===== src/rtl/pmdc_pkg.sv =====
// Shared types and helpers for the page-mode DRAM controller.
// Assumes all timing figures are positive integers in nanoseconds.
package pmdc_pkg;

    typedef enum logic [2:0] {
        S_IDLE,   // row closed, strobes high
        S_ROW,    // row half on pins, waiting for precharge and row-cycle gap
        S_RASD,   // row strobe low, row half still held
        S_COL,    // column half on pins, waiting for column-cycle gap
        S_CAS,    // column strobe low
        S_OPEN,   // row open, column strobe high
        S_REFH    // refresh row held open
    } st_e;

    localparam int TI_RC   = 0;
    localparam int TI_RP   = 1;
    localparam int TI_PC   = 2;
    localparam int TI_RAC  = 3;
    localparam int TI_CAC  = 4;
    localparam int NUM_TMR = 5;

    // Nanoseconds to whole clock cycles, rounded up.
    function automatic int unsigned ns2cyc(int unsigned ns, int unsigned clk_ns);
        return (ns + clk_ns - 1) / clk_ns;
    endfunction

endpackage


===== src/rtl/pmdc_gap_timer.sv =====
// Minimum-gap timer: load restarts a count of LOAD cycles; done is high once
// the count has run out. Assumes LOAD = required cycles minus one.
module pmdc_gap_timer #(
    parameter int unsigned LOAD = 1
) (
    input  logic clk,
    input  logic rst_n,
    input  logic load,
    output logic done
);
    localparam int CW = (LOAD > 0) ? $clog2(LOAD + 1) : 1;

    logic [CW-1:0] cnt;

    // Count down to zero after each load, then hold.
    always_ff @(posedge clk) begin
        if (!rst_n)           cnt <= '0;
        else if (load)        cnt <= CW'(LOAD);
        else if (cnt != '0)   cnt <= cnt - 1'b1;
    end

    assign done = (cnt == '0);
endmodule


===== src/rtl/pmdc_refresh_timer.sv =====
// Refresh scheduler: raises pending every INTERVAL cycles and holds it until
// acknowledged; supplies the next row to refresh, advancing on each ack.
module pmdc_refresh_timer #(
    parameter int unsigned INTERVAL = 1562,
    parameter int unsigned ROW_W    = 9
) (
    input  logic             clk,
    input  logic             rst_n,
    input  logic             ack,
    output logic             pending,
    output logic [ROW_W-1:0] row
);
    localparam int CW = $clog2(INTERVAL + 1);

    logic [CW-1:0] cnt;

    // Free-running interval counter.
    always_ff @(posedge clk) begin
        if (!rst_n)          cnt <= CW'(INTERVAL - 1);
        else if (cnt == '0)  cnt <= CW'(INTERVAL - 1);
        else                 cnt <= cnt - 1'b1;
    end

    // Pending flag: a new tick wins over a same-cycle ack.
    always_ff @(posedge clk) begin
        if (!rst_n)          pending <= 1'b0;
        else if (cnt == '0)  pending <= 1'b1;
        else if (ack)        pending <= 1'b0;
    end

    // Row sequence for refresh, wrapping naturally.
    always_ff @(posedge clk) begin
        if (!rst_n)   row <= '0;
        else if (ack) row <= row + 1'b1;
    end
endmodule


===== src/rtl/pagemode_dram_ctrl.sv =====
// Page-mode controller for an asynchronous DRAM with multiplexed row/column
// pins. Keeps one row open for page hits, closes it for misses and refresh.
// Assumes early writes only and a DRAM whose access times are met when the
// cycle counts derived from the ns parameters have elapsed.
module pagemode_dram_ctrl #(
    parameter int unsigned PIN_W      = 9,
    parameter int unsigned DATA_W     = 8,
    parameter int unsigned CLK_NS     = 10,
    parameter int unsigned TRC_NS     = 110,
    parameter int unsigned TRAC_NS    = 60,
    parameter int unsigned TCAC_NS    = 15,
    parameter int unsigned TPC_NS     = 35,
    parameter int unsigned TRP_NS     = 40,
    parameter int unsigned REFRESH_NS = 8000000
) (
    input  logic                 clk,
    input  logic                 rst_n,
    input  logic                 req_valid,
    output logic                 req_ready,
    input  logic                 req_write,
    input  logic [2*PIN_W-1:0]   req_addr,
    input  logic [DATA_W-1:0]    req_wdata,
    output logic                 rsp_valid,
    output logic [DATA_W-1:0]    rsp_rdata,
    output logic [PIN_W-1:0]     dram_addr,
    output logic                 dram_ras_n,
    output logic                 dram_cas_n,
    output logic                 dram_we_n,
    output logic                 dram_oe_n,
    output logic [DATA_W-1:0]    dram_dq_out,
    output logic                 dram_dq_oe,
    input  logic [DATA_W-1:0]    dram_dq_in
);
    import pmdc_pkg::*;

    localparam int unsigned NUM_ROWS = 1 << PIN_W;
    localparam int unsigned REF_CYC  = REFRESH_NS / (NUM_ROWS * CLK_NS);

    // Timer reload value (required cycles minus one) per timer index.
    function automatic int unsigned tmr_load(int idx);
        int unsigned c;
        case (idx)
            TI_RC:   c = ns2cyc(TRC_NS,  CLK_NS);
            TI_RP:   c = ns2cyc(TRP_NS,  CLK_NS);
            TI_PC:   c = ns2cyc(TPC_NS,  CLK_NS);
            TI_RAC:  c = ns2cyc(TRAC_NS, CLK_NS);
            default: c = ns2cyc(TCAC_NS, CLK_NS);
        endcase
        return (c > 0) ? c - 1 : 0;
    endfunction

    st_e                 state;
    logic                is_ref;
    logic [PIN_W-1:0]    cur_row, cur_col;
    logic                cur_wr;
    logic [DATA_W-1:0]   cur_wdata;
    logic [NUM_TMR-1:0]  tmr_ld, tmr_done;
    logic                ref_pend, ref_ack;
    logic [PIN_W-1:0]    ref_row;
    logic                req_fire, page_hit;
    logic                ras_fall_go, ras_rise_go, cas_fall_go, cas_rise_go;
    logic [PIN_W-1:0]    req_row, req_col;

    assign req_row = req_addr[2*PIN_W-1:PIN_W];
    assign req_col = req_addr[PIN_W-1:0];

    // One gap timer per timing rule.
    for (genvar g = 0; g < NUM_TMR; g++) begin : g_tmr
        pmdc_gap_timer #(.LOAD(tmr_load(g))) u_tmr (
            .clk  (clk),
            .rst_n(rst_n),
            .load (tmr_ld[g]),
            .done (tmr_done[g])
        );
    end

    pmdc_refresh_timer #(.INTERVAL(REF_CYC), .ROW_W(PIN_W)) u_ref (
        .clk    (clk),
        .rst_n  (rst_n),
        .ack    (ref_ack),
        .pending(ref_pend),
        .row    (ref_row)
    );

    // Strobe edge decisions and request acceptance.
    always_comb begin
        req_ready   = (state == S_IDLE || state == S_OPEN) && !ref_pend;
        req_fire    = req_valid && req_ready;
        page_hit    = (req_row == cur_row);
        ras_fall_go = (state == S_ROW) && tmr_done[TI_RC] && tmr_done[TI_RP];
        cas_fall_go = (state == S_COL) && tmr_done[TI_PC];
        cas_rise_go = (state == S_CAS) && tmr_done[TI_CAC] && tmr_done[TI_RAC];
        ref_ack     = (state == S_REFH) && tmr_done[TI_RAC];
        ras_rise_go = ref_ack ||
                      ((state == S_OPEN) && (ref_pend || (req_fire && !page_hit)));
        tmr_ld            = '0;
        tmr_ld[TI_RC]     = ras_fall_go;
        tmr_ld[TI_RAC]    = ras_fall_go;
        tmr_ld[TI_RP]     = ras_rise_go;
        tmr_ld[TI_PC]     = cas_fall_go;
        tmr_ld[TI_CAC]    = cas_fall_go;
    end

    // Main sequencer: registers every pin driven toward the DRAM.
    always_ff @(posedge clk) begin
        if (!rst_n) begin
            state       <= S_IDLE;
            is_ref      <= 1'b0;
            cur_row     <= '0;
            cur_col     <= '0;
            cur_wr      <= 1'b0;
            cur_wdata   <= '0;
            dram_addr   <= '0;
            dram_ras_n  <= 1'b1;
            dram_cas_n  <= 1'b1;
            dram_we_n   <= 1'b1;
            dram_oe_n   <= 1'b1;
            dram_dq_oe  <= 1'b0;
            dram_dq_out <= '0;
            rsp_valid   <= 1'b0;
            rsp_rdata   <= '0;
        end else begin
            rsp_valid <= 1'b0;
            unique case (state)
                S_IDLE: begin
                    if (ref_pend) begin
                        is_ref    <= 1'b1;
                        dram_addr <= ref_row;
                        state     <= S_ROW;
                    end else if (req_fire) begin
                        is_ref    <= 1'b0;
                        cur_row   <= req_row;
                        cur_col   <= req_col;
                        cur_wr    <= req_write;
                        cur_wdata <= req_wdata;
                        dram_addr <= req_row;
                        state     <= S_ROW;
                    end
                end
                S_ROW: begin
                    if (ras_fall_go) begin
                        dram_ras_n <= 1'b0;
                        state      <= is_ref ? S_REFH : S_RASD;
                    end
                end
                S_RASD: begin
                    dram_addr   <= cur_col;
                    dram_we_n   <= !cur_wr;
                    dram_oe_n   <= cur_wr;
                    dram_dq_oe  <= cur_wr;
                    dram_dq_out <= cur_wdata;
                    state       <= S_COL;
                end
                S_COL: begin
                    if (cas_fall_go) begin
                        dram_cas_n <= 1'b0;
                        state      <= S_CAS;
                    end
                end
                S_CAS: begin
                    if (cas_rise_go) begin
                        dram_cas_n <= 1'b1;
                        dram_we_n  <= 1'b1;
                        dram_oe_n  <= 1'b1;
                        dram_dq_oe <= 1'b0;
                        if (!cur_wr) begin
                            rsp_valid <= 1'b1;
                            rsp_rdata <= dram_dq_in;
                        end
                        state <= S_OPEN;
                    end
                end
                S_OPEN: begin
                    if (ref_pend) begin
                        dram_ras_n <= 1'b1;
                        state      <= S_IDLE;
                    end else if (req_fire && page_hit) begin
                        cur_col     <= req_col;
                        cur_wr      <= req_write;
                        cur_wdata   <= req_wdata;
                        dram_addr   <= req_col;
                        dram_we_n   <= !req_write;
                        dram_oe_n   <= req_write;
                        dram_dq_oe  <= req_write;
                        dram_dq_out <= req_wdata;
                        state       <= S_COL;
                    end else if (req_fire) begin
                        cur_row    <= req_row;
                        cur_col    <= req_col;
                        cur_wr     <= req_write;
                        cur_wdata  <= req_wdata;
                        dram_addr  <= req_row;
                        dram_ras_n <= 1'b1;
                        state      <= S_ROW;
                    end
                end
                S_REFH: begin
                    if (ref_ack) begin
                        dram_ras_n <= 1'b1;
                        is_ref     <= 1'b0;
                        state      <= S_IDLE;
                    end
                end
                default: state <= S_IDLE;
            endcase
        end
    end
endmodule


===== config.mk =====
export PLATFORM = sky130hd
export DESIGN_NAME = pagemode_dram_ctrl
export DESIGN_NICKNAME = d
export VERILOG_FILES = /design/src/rtl/pmdc_pkg.sv /design/src/rtl/pmdc_gap_timer.sv /design/src/rtl/pmdc_refresh_timer.sv /design/src/rtl/pagemode_dram_ctrl.sv
export SDC_FILE = /design/constraint.sdc
export NUM_CORES = 1
export LEC_CHECK = 0
export ABC_AREA = 1
export ABC_CLOCK_PERIOD_IN_PS = 1700
export CAP_MARGIN = 40
export CELL_PAD_IN_SITES_DETAIL_PLACEMENT = 0
export CELL_PAD_IN_SITES_GLOBAL_PLACEMENT = 1
export CORE_ASPECT_RATIO = 0.5
export CORE_MARGIN = 2
export CORE_UTILIZATION = 35
export CTS_CLUSTER_DIAMETER = 150
export DETAILED_ROUTE_END_ITERATION = 6
export GPL_TIMING_DRIVEN = 0
export PLACE_DENSITY_LB_ADDON = 0.1
export SYNTH_ARGS = -nofsm -noshare
export SYNTH_HDL_FRONTEND = slang
export SYNTH_SLANG_ARGS = --single-unit
export TNS_END_PERCENT = 5

===== constraint.sdc =====
create_clock -name clk -period 1.7 [get_ports clk]
set_clock_uncertainty 0.15 [all_clocks]
set_input_delay 0.51 -clock clk [delete_from_list [all_inputs] [get_ports clk]]
set_output_delay 0.51 -clock clk [all_outputs]
set_load 0.1 [all_outputs]

# ---- After elaboration in Yosys (flattened, before gate mapping)
# Cells that the tools add are included.
dict set report classes {
  addsub 7
  muxes 71
  reduce_logical 53
  eq_ne 18
  n_bitwise 3
}
# op count
set op_table {}
lappend op_table {{9-bit two-way mux} 12}
lappend op_table {{8-bit two-way mux} 6}
lappend op_table {{9-bit one-hot mux with 2 select lines} 2}
lappend op_table {{3-bit two-way mux} 11}
lappend op_table {{8-bit one-hot mux with 2 select lines} 2}
lappend op_table {{9-bit one-hot mux with 3 select lines} 1}
lappend op_table {{1-bit two-way mux} 23}
lappend op_table {{2-bit nonzero test} 11}
lappend op_table {{3-bit one-hot mux with 7 select lines} 1}
lappend op_table {{3-bit AND reduction} 6}
lappend op_table {{2-bit != test (second input constant)} 6}
lappend op_table {{1-bit one-hot mux with 3 select lines} 4}
lappend op_table {{4-bit AND reduction} 3}
lappend op_table {{3-bit nonzero test} 4}
lappend op_table {{1-bit logical AND} 11}
lappend op_table {{11-bit zero test} 1}
lappend op_table {{11-bit by 1-bit subtractor with 11-bit output (second input constant)} 1}
lappend op_table {{9-bit by 1-bit adder with 9-bit output (second input constant)} 1}
lappend op_table {{3-bit == test (second input constant)} 3}
lappend op_table {{9-bit == test} 1}
lappend op_table {{3-bit by 2-bit != test with 1-bit output (second input constant)} 3}
lappend op_table {{2-bit two-way mux} 4}
lappend op_table {{4-bit two-way mux} 2}
lappend op_table {{3-bit by 2-bit == test with 1-bit output (second input constant)} 2}
lappend op_table {{other kinds (17)} 31}
dict set report word_totals {
  out_inout_bits 32
  inputBits 38
  ff_bits 95
  elab_cells 177
}

# ---- Depth between registers and ports, before layout
dict set report logic_depth {
  depth_word 9
  mapped_depth 12
  ltp_nobuf 12
}

# ---- By module
# Synthesis repeated with hierarchy kept, for this count alone.
dict set report unflattened {
  hier_cells 747
  area_unflattened_um2 4879.7
}
# module area_each_um2 n_inst seq_area_each_um2 cells_each
set modules_own_cells {}
lappend modules_own_cells {pagemode_dram_ctrl 3285.7 1 1241.2 511}
lappend modules_own_cells {pmdc_refresh_timer 978.4 1 420.4 140}
lappend modules_own_cells {{pmdc_gap_timer (g_tmr[1].u_tmr ...)} 113.9 2 40.0 19}
lappend modules_own_cells {{pmdc_gap_timer (g_tmr[3].u_tmr)} 178.9 1 60.1 27}
lappend modules_own_cells {{pmdc_gap_timer (g_tmr[0].u_tmr)} 177.7 1 80.1 27}
lappend modules_own_cells {{pmdc_gap_timer (g_tmr[4].u_tmr)} 31.3 1 20.0 4}

# ---- Worst setup path after synthesis
# OpenSTA, ideal clock, no wires.
dict set report synth_timing {
  path_type {register -> output}
  from {register state[0]}
  to {output req_ready}
  path_buffers 1
  required_time_ns 1.040
  stages_incl_launch_ff 7
  slack_ns -0.484
  arrival_time_ns 1.524
  cell_sequence {dfxtp_1 -> nor2_1 -> nand2_1 -> nand2_2 -> buf_2 -> nand2_1 -> inv_1}
}
dict set report synth_via {
  elab_chain_len 3
  word_cells_on_any_way 4
  cone_classes {eq/ne (1); reduce/logical (3)}
}
# element line_no
set synth_lines {}
lappend synth_lines {{start, declared} pagemode_dram_ctrl.sv:52} ;# st_e state;
lappend synth_lines {{start signal, assigned} pagemode_dram_ctrl.sv:143} ;# state <= is_ref ? S_REFH : S_RASD;
lappend synth_lines {{3-bit == test / 3-bit zero test (equally long branches)} pagemode_dram_ctrl.sv:87} ;# req_ready = (state == S_IDLE || state == S_OPEN) && !ref_pend;
lappend synth_lines {{1-bit logical OR (*)} pagemode_dram_ctrl.sv:87}
lappend synth_lines {{1-bit logical AND (*)} pagemode_dram_ctrl.sv:87}
lappend synth_lines {{end, declared} pagemode_dram_ctrl.sv:19} ;# output logic req_ready,
# Mark *: on every way between the ends. The rest lies on a longest branch, timed or not.

# ---- Final worst setup path
dict set report layout_timing {
  from {register state[2]}
  to {output req_ready}
}
# Same word-level chain as after synthesis.

==> run metrics <==
Final Non-Filler Cells=between 900 and 1000; power per cell area=approximately 1500 nW/um^2; Slew Limit Fails=0; synth top area cells=dfxtp_1 (41%), nand2_1 (12%), a21oi_1 (7.6%); R2R Setup Slk=-0.21 ns; top cells by count, synth=nand2_1 (148), dfxtp_1 (95), inv_1 (86); TritonCTS clock tree=done; type of the worst setup path=reg2out; Yosys top cell by area=dfxtp_1; Final #Nets=between 800 and 900; GPL Wtd Cong=slightly above 0.8; crit path time final=approximately 2.1 ns; largest net degree at the start of global routing=19; start point of the worst hold path=u_ref.cnt[0]; DIE AREA=around 14000 sq um; global-route wire length before repair=23.8 mm; crit path DAT=between 1 and 1.5 ns; failing checks=DRC, setup timing; Skew-Pair Late Insertion Delay=between 0.3 and 0.4 ns; Main synth FF type=dfxtp_1; final worst setup slack=-0.350 ns; Worst-Margin Slew=just under 0.7 ns; Bufs on Longest Clock Path=2; Ys Warns=0; count leader, synth=nand2_1; Fillers=1261; Final Util=0.553; setup_tns=-7.00 ns; period utilisation layout=1.21; GR Overflow Total=0; total chip power=about 11 mW; Die Width=~170 microns; Reg2Reg Launch Point=state[1]; Critical Path Start Type=flip-flop; Inst Count DP=950; Leakage Power=3.14 nW; CTS Buf Count=9; Hold Path Class=reg2reg; Pre-antenna DRT Iters=7; PortBufs=between 60 and 70; R2R Path End=cur_row[6]; GRT Overall Usage=0.211; diodes inserted=0; dpl ws=-0.965 ns; Hold Fails Final Rpt=0; core area=around 13000 sq um; Synth async-reset ratio=0; Hold EP=u_ref.cnt[0]; max_slew headroom=0.536; Post-synth EDFFs=0; element type at the critical path end=output port; Post-Syn Area per Cell=between 6 and 7 sq um; layout cells sized above 1=0.296; RSZ-0062 raised after global routing=true; Post-Syn Nets=between 700 and 800; Sink Count=95; Distinct cells, synth=36; Synth Register Bits=95; row cnt=29; synthesized area=4670 sq um; DPL Wire Length=~10 mm; initial core utilization=0.363; status=finished, violations left; Synth top area share=0.407; max_cap viols=0; Worst-path clk slew=around 0.080 ns; root buf cell=clkbuf_16; Worst Reg-to-Reg Cells=12; Post-Synthesis Cells=roughly 680; number of global-route vias before repair=approximately 4700; post-synthesis sequential area ratio=0.407; Die Ht=around 86 microns; Min-Delay Path Depth=1; number of antenna violations at the first check in global routing=0; drt total wl=roughly 14 mm; FMAX=roughly 500 MHz; Via density=4.86; area taken by multi-input logic gates=about 2600 sq um; DRC errors left=3; peak supply drop=roughly 0.60 mV; Final setup viols=just under 50; CP required=between 1 and 1.5 ns; I/O pins=70; Iter 0 DRT Violations=between 200 and 250; flip-flop and latch area=1950 sq um; post-route ant nets=0; htree depth=3; drt wl/cell=14.6 microns; critical-path maximum fanout=6; via count=4828; area grow syn2layout=52.1%
[kinds of logic after synthesis]
group / share of synthesized area
AO/OA/AOI/OAI: 0.147
XOR/XNOR: 0.0150
flip-flops: 0.407
adder cells (fa/ha/maj): 0.0161
AND/OR/NAND/NOR: 0.309
buffers and inverters: 0.106
[where the power goes]
group          switching [mW]  internal [mW]  leakage, nW  total (mW)
clock network           0.987           1.08        0.145        2.06
registers               0.273           2.73        0.788        3.00
logic                    3.42           2.18         2.21        5.61
total                    4.68           5.99         3.14        10.7
[through the flow]
step           hold WS (ns)  area, sq um
2_1_floorplan         0.216         4720
3_3_place_gp          0.225         5620
3_5_place_dp          0.227         6140
4_1_cts               0.245         6950
5_1_grt               0.281         7100
6_report              0.262         7100
[cell type report]
cell class	count	area share
plain buffers	28	0.0354
clock inverters	6	0.00828
clock buffers	10	0.0337
flip-flops and latches	95	0.274
repair buffers	129	0.203
inverters	96	0.0553
multi-input cells	460	0.360
well taps	170	0.0300
[critical path, stage by stage (launching register included)]
cell        delay, ns
dfxtp_2          0.33
buf_6            0.13
inv_8            0.05
nand2_4          0.06
nand2_4          0.05
buf_6            0.12
nand2_4          0.06
clkinvlp_4       0.09
buf_12           0.17
[placed cells by master, fill, tap and decap left out, drive strengths merged, types with 2 or more instances in the layout]
cell,synthesis,layout
o211ai,2,2
clkdlybuf4s15,0,3
nor2,53,53
clkinvlp,0,2
a31oi,3,3
clkdlybuf4s50,0,26
nand2,155,155
clkinv,3,3
nand4,21,21
nand3,67,67
buf,16,104
inv,93,97
xnor2,7,7
a211oi,2,2
nor3b,2,2
or2,4,4
dlygate4sd2,0,7
nor3,7,7
dfxtp,95,95
clkbuf,12,27
o21ai,53,53
a21oi,72,72
nand3b,3,3
ha,6,6
[worst max path at each step]
stage | end | startpoint | slack [ns]
final | req_ready | state[2] | -0.35
after global routing | req_ready | state[2] | -0.39
after CTS | req_ready | state[2] | -0.35
after detailed placement | cur_row[8] | req_valid | -0.97
after global placement | req_ready | u_ref.pending | -1.21
after floorplan | req_ready | state[2] | -0.19
[per-layer routing]
metal,vias up,wire [microns],track usage
met5,-,0,0
met4,0,92,0.0364
met3,7,792,0.0461
met2,92,5870,0.317
met1,2236,7730,0.313
li1,2493,-,-
[timing repair]
item,4_1_cts,5_1_grt
setup buffers,23,5
hold buffers,0,0
pin swaps,21,15
cloned,2,0
resized for setup,273,47
endpoints found under the setup margin,125,76
hold endpoints to repair,0,0
(Power assumes the default switching activity.)
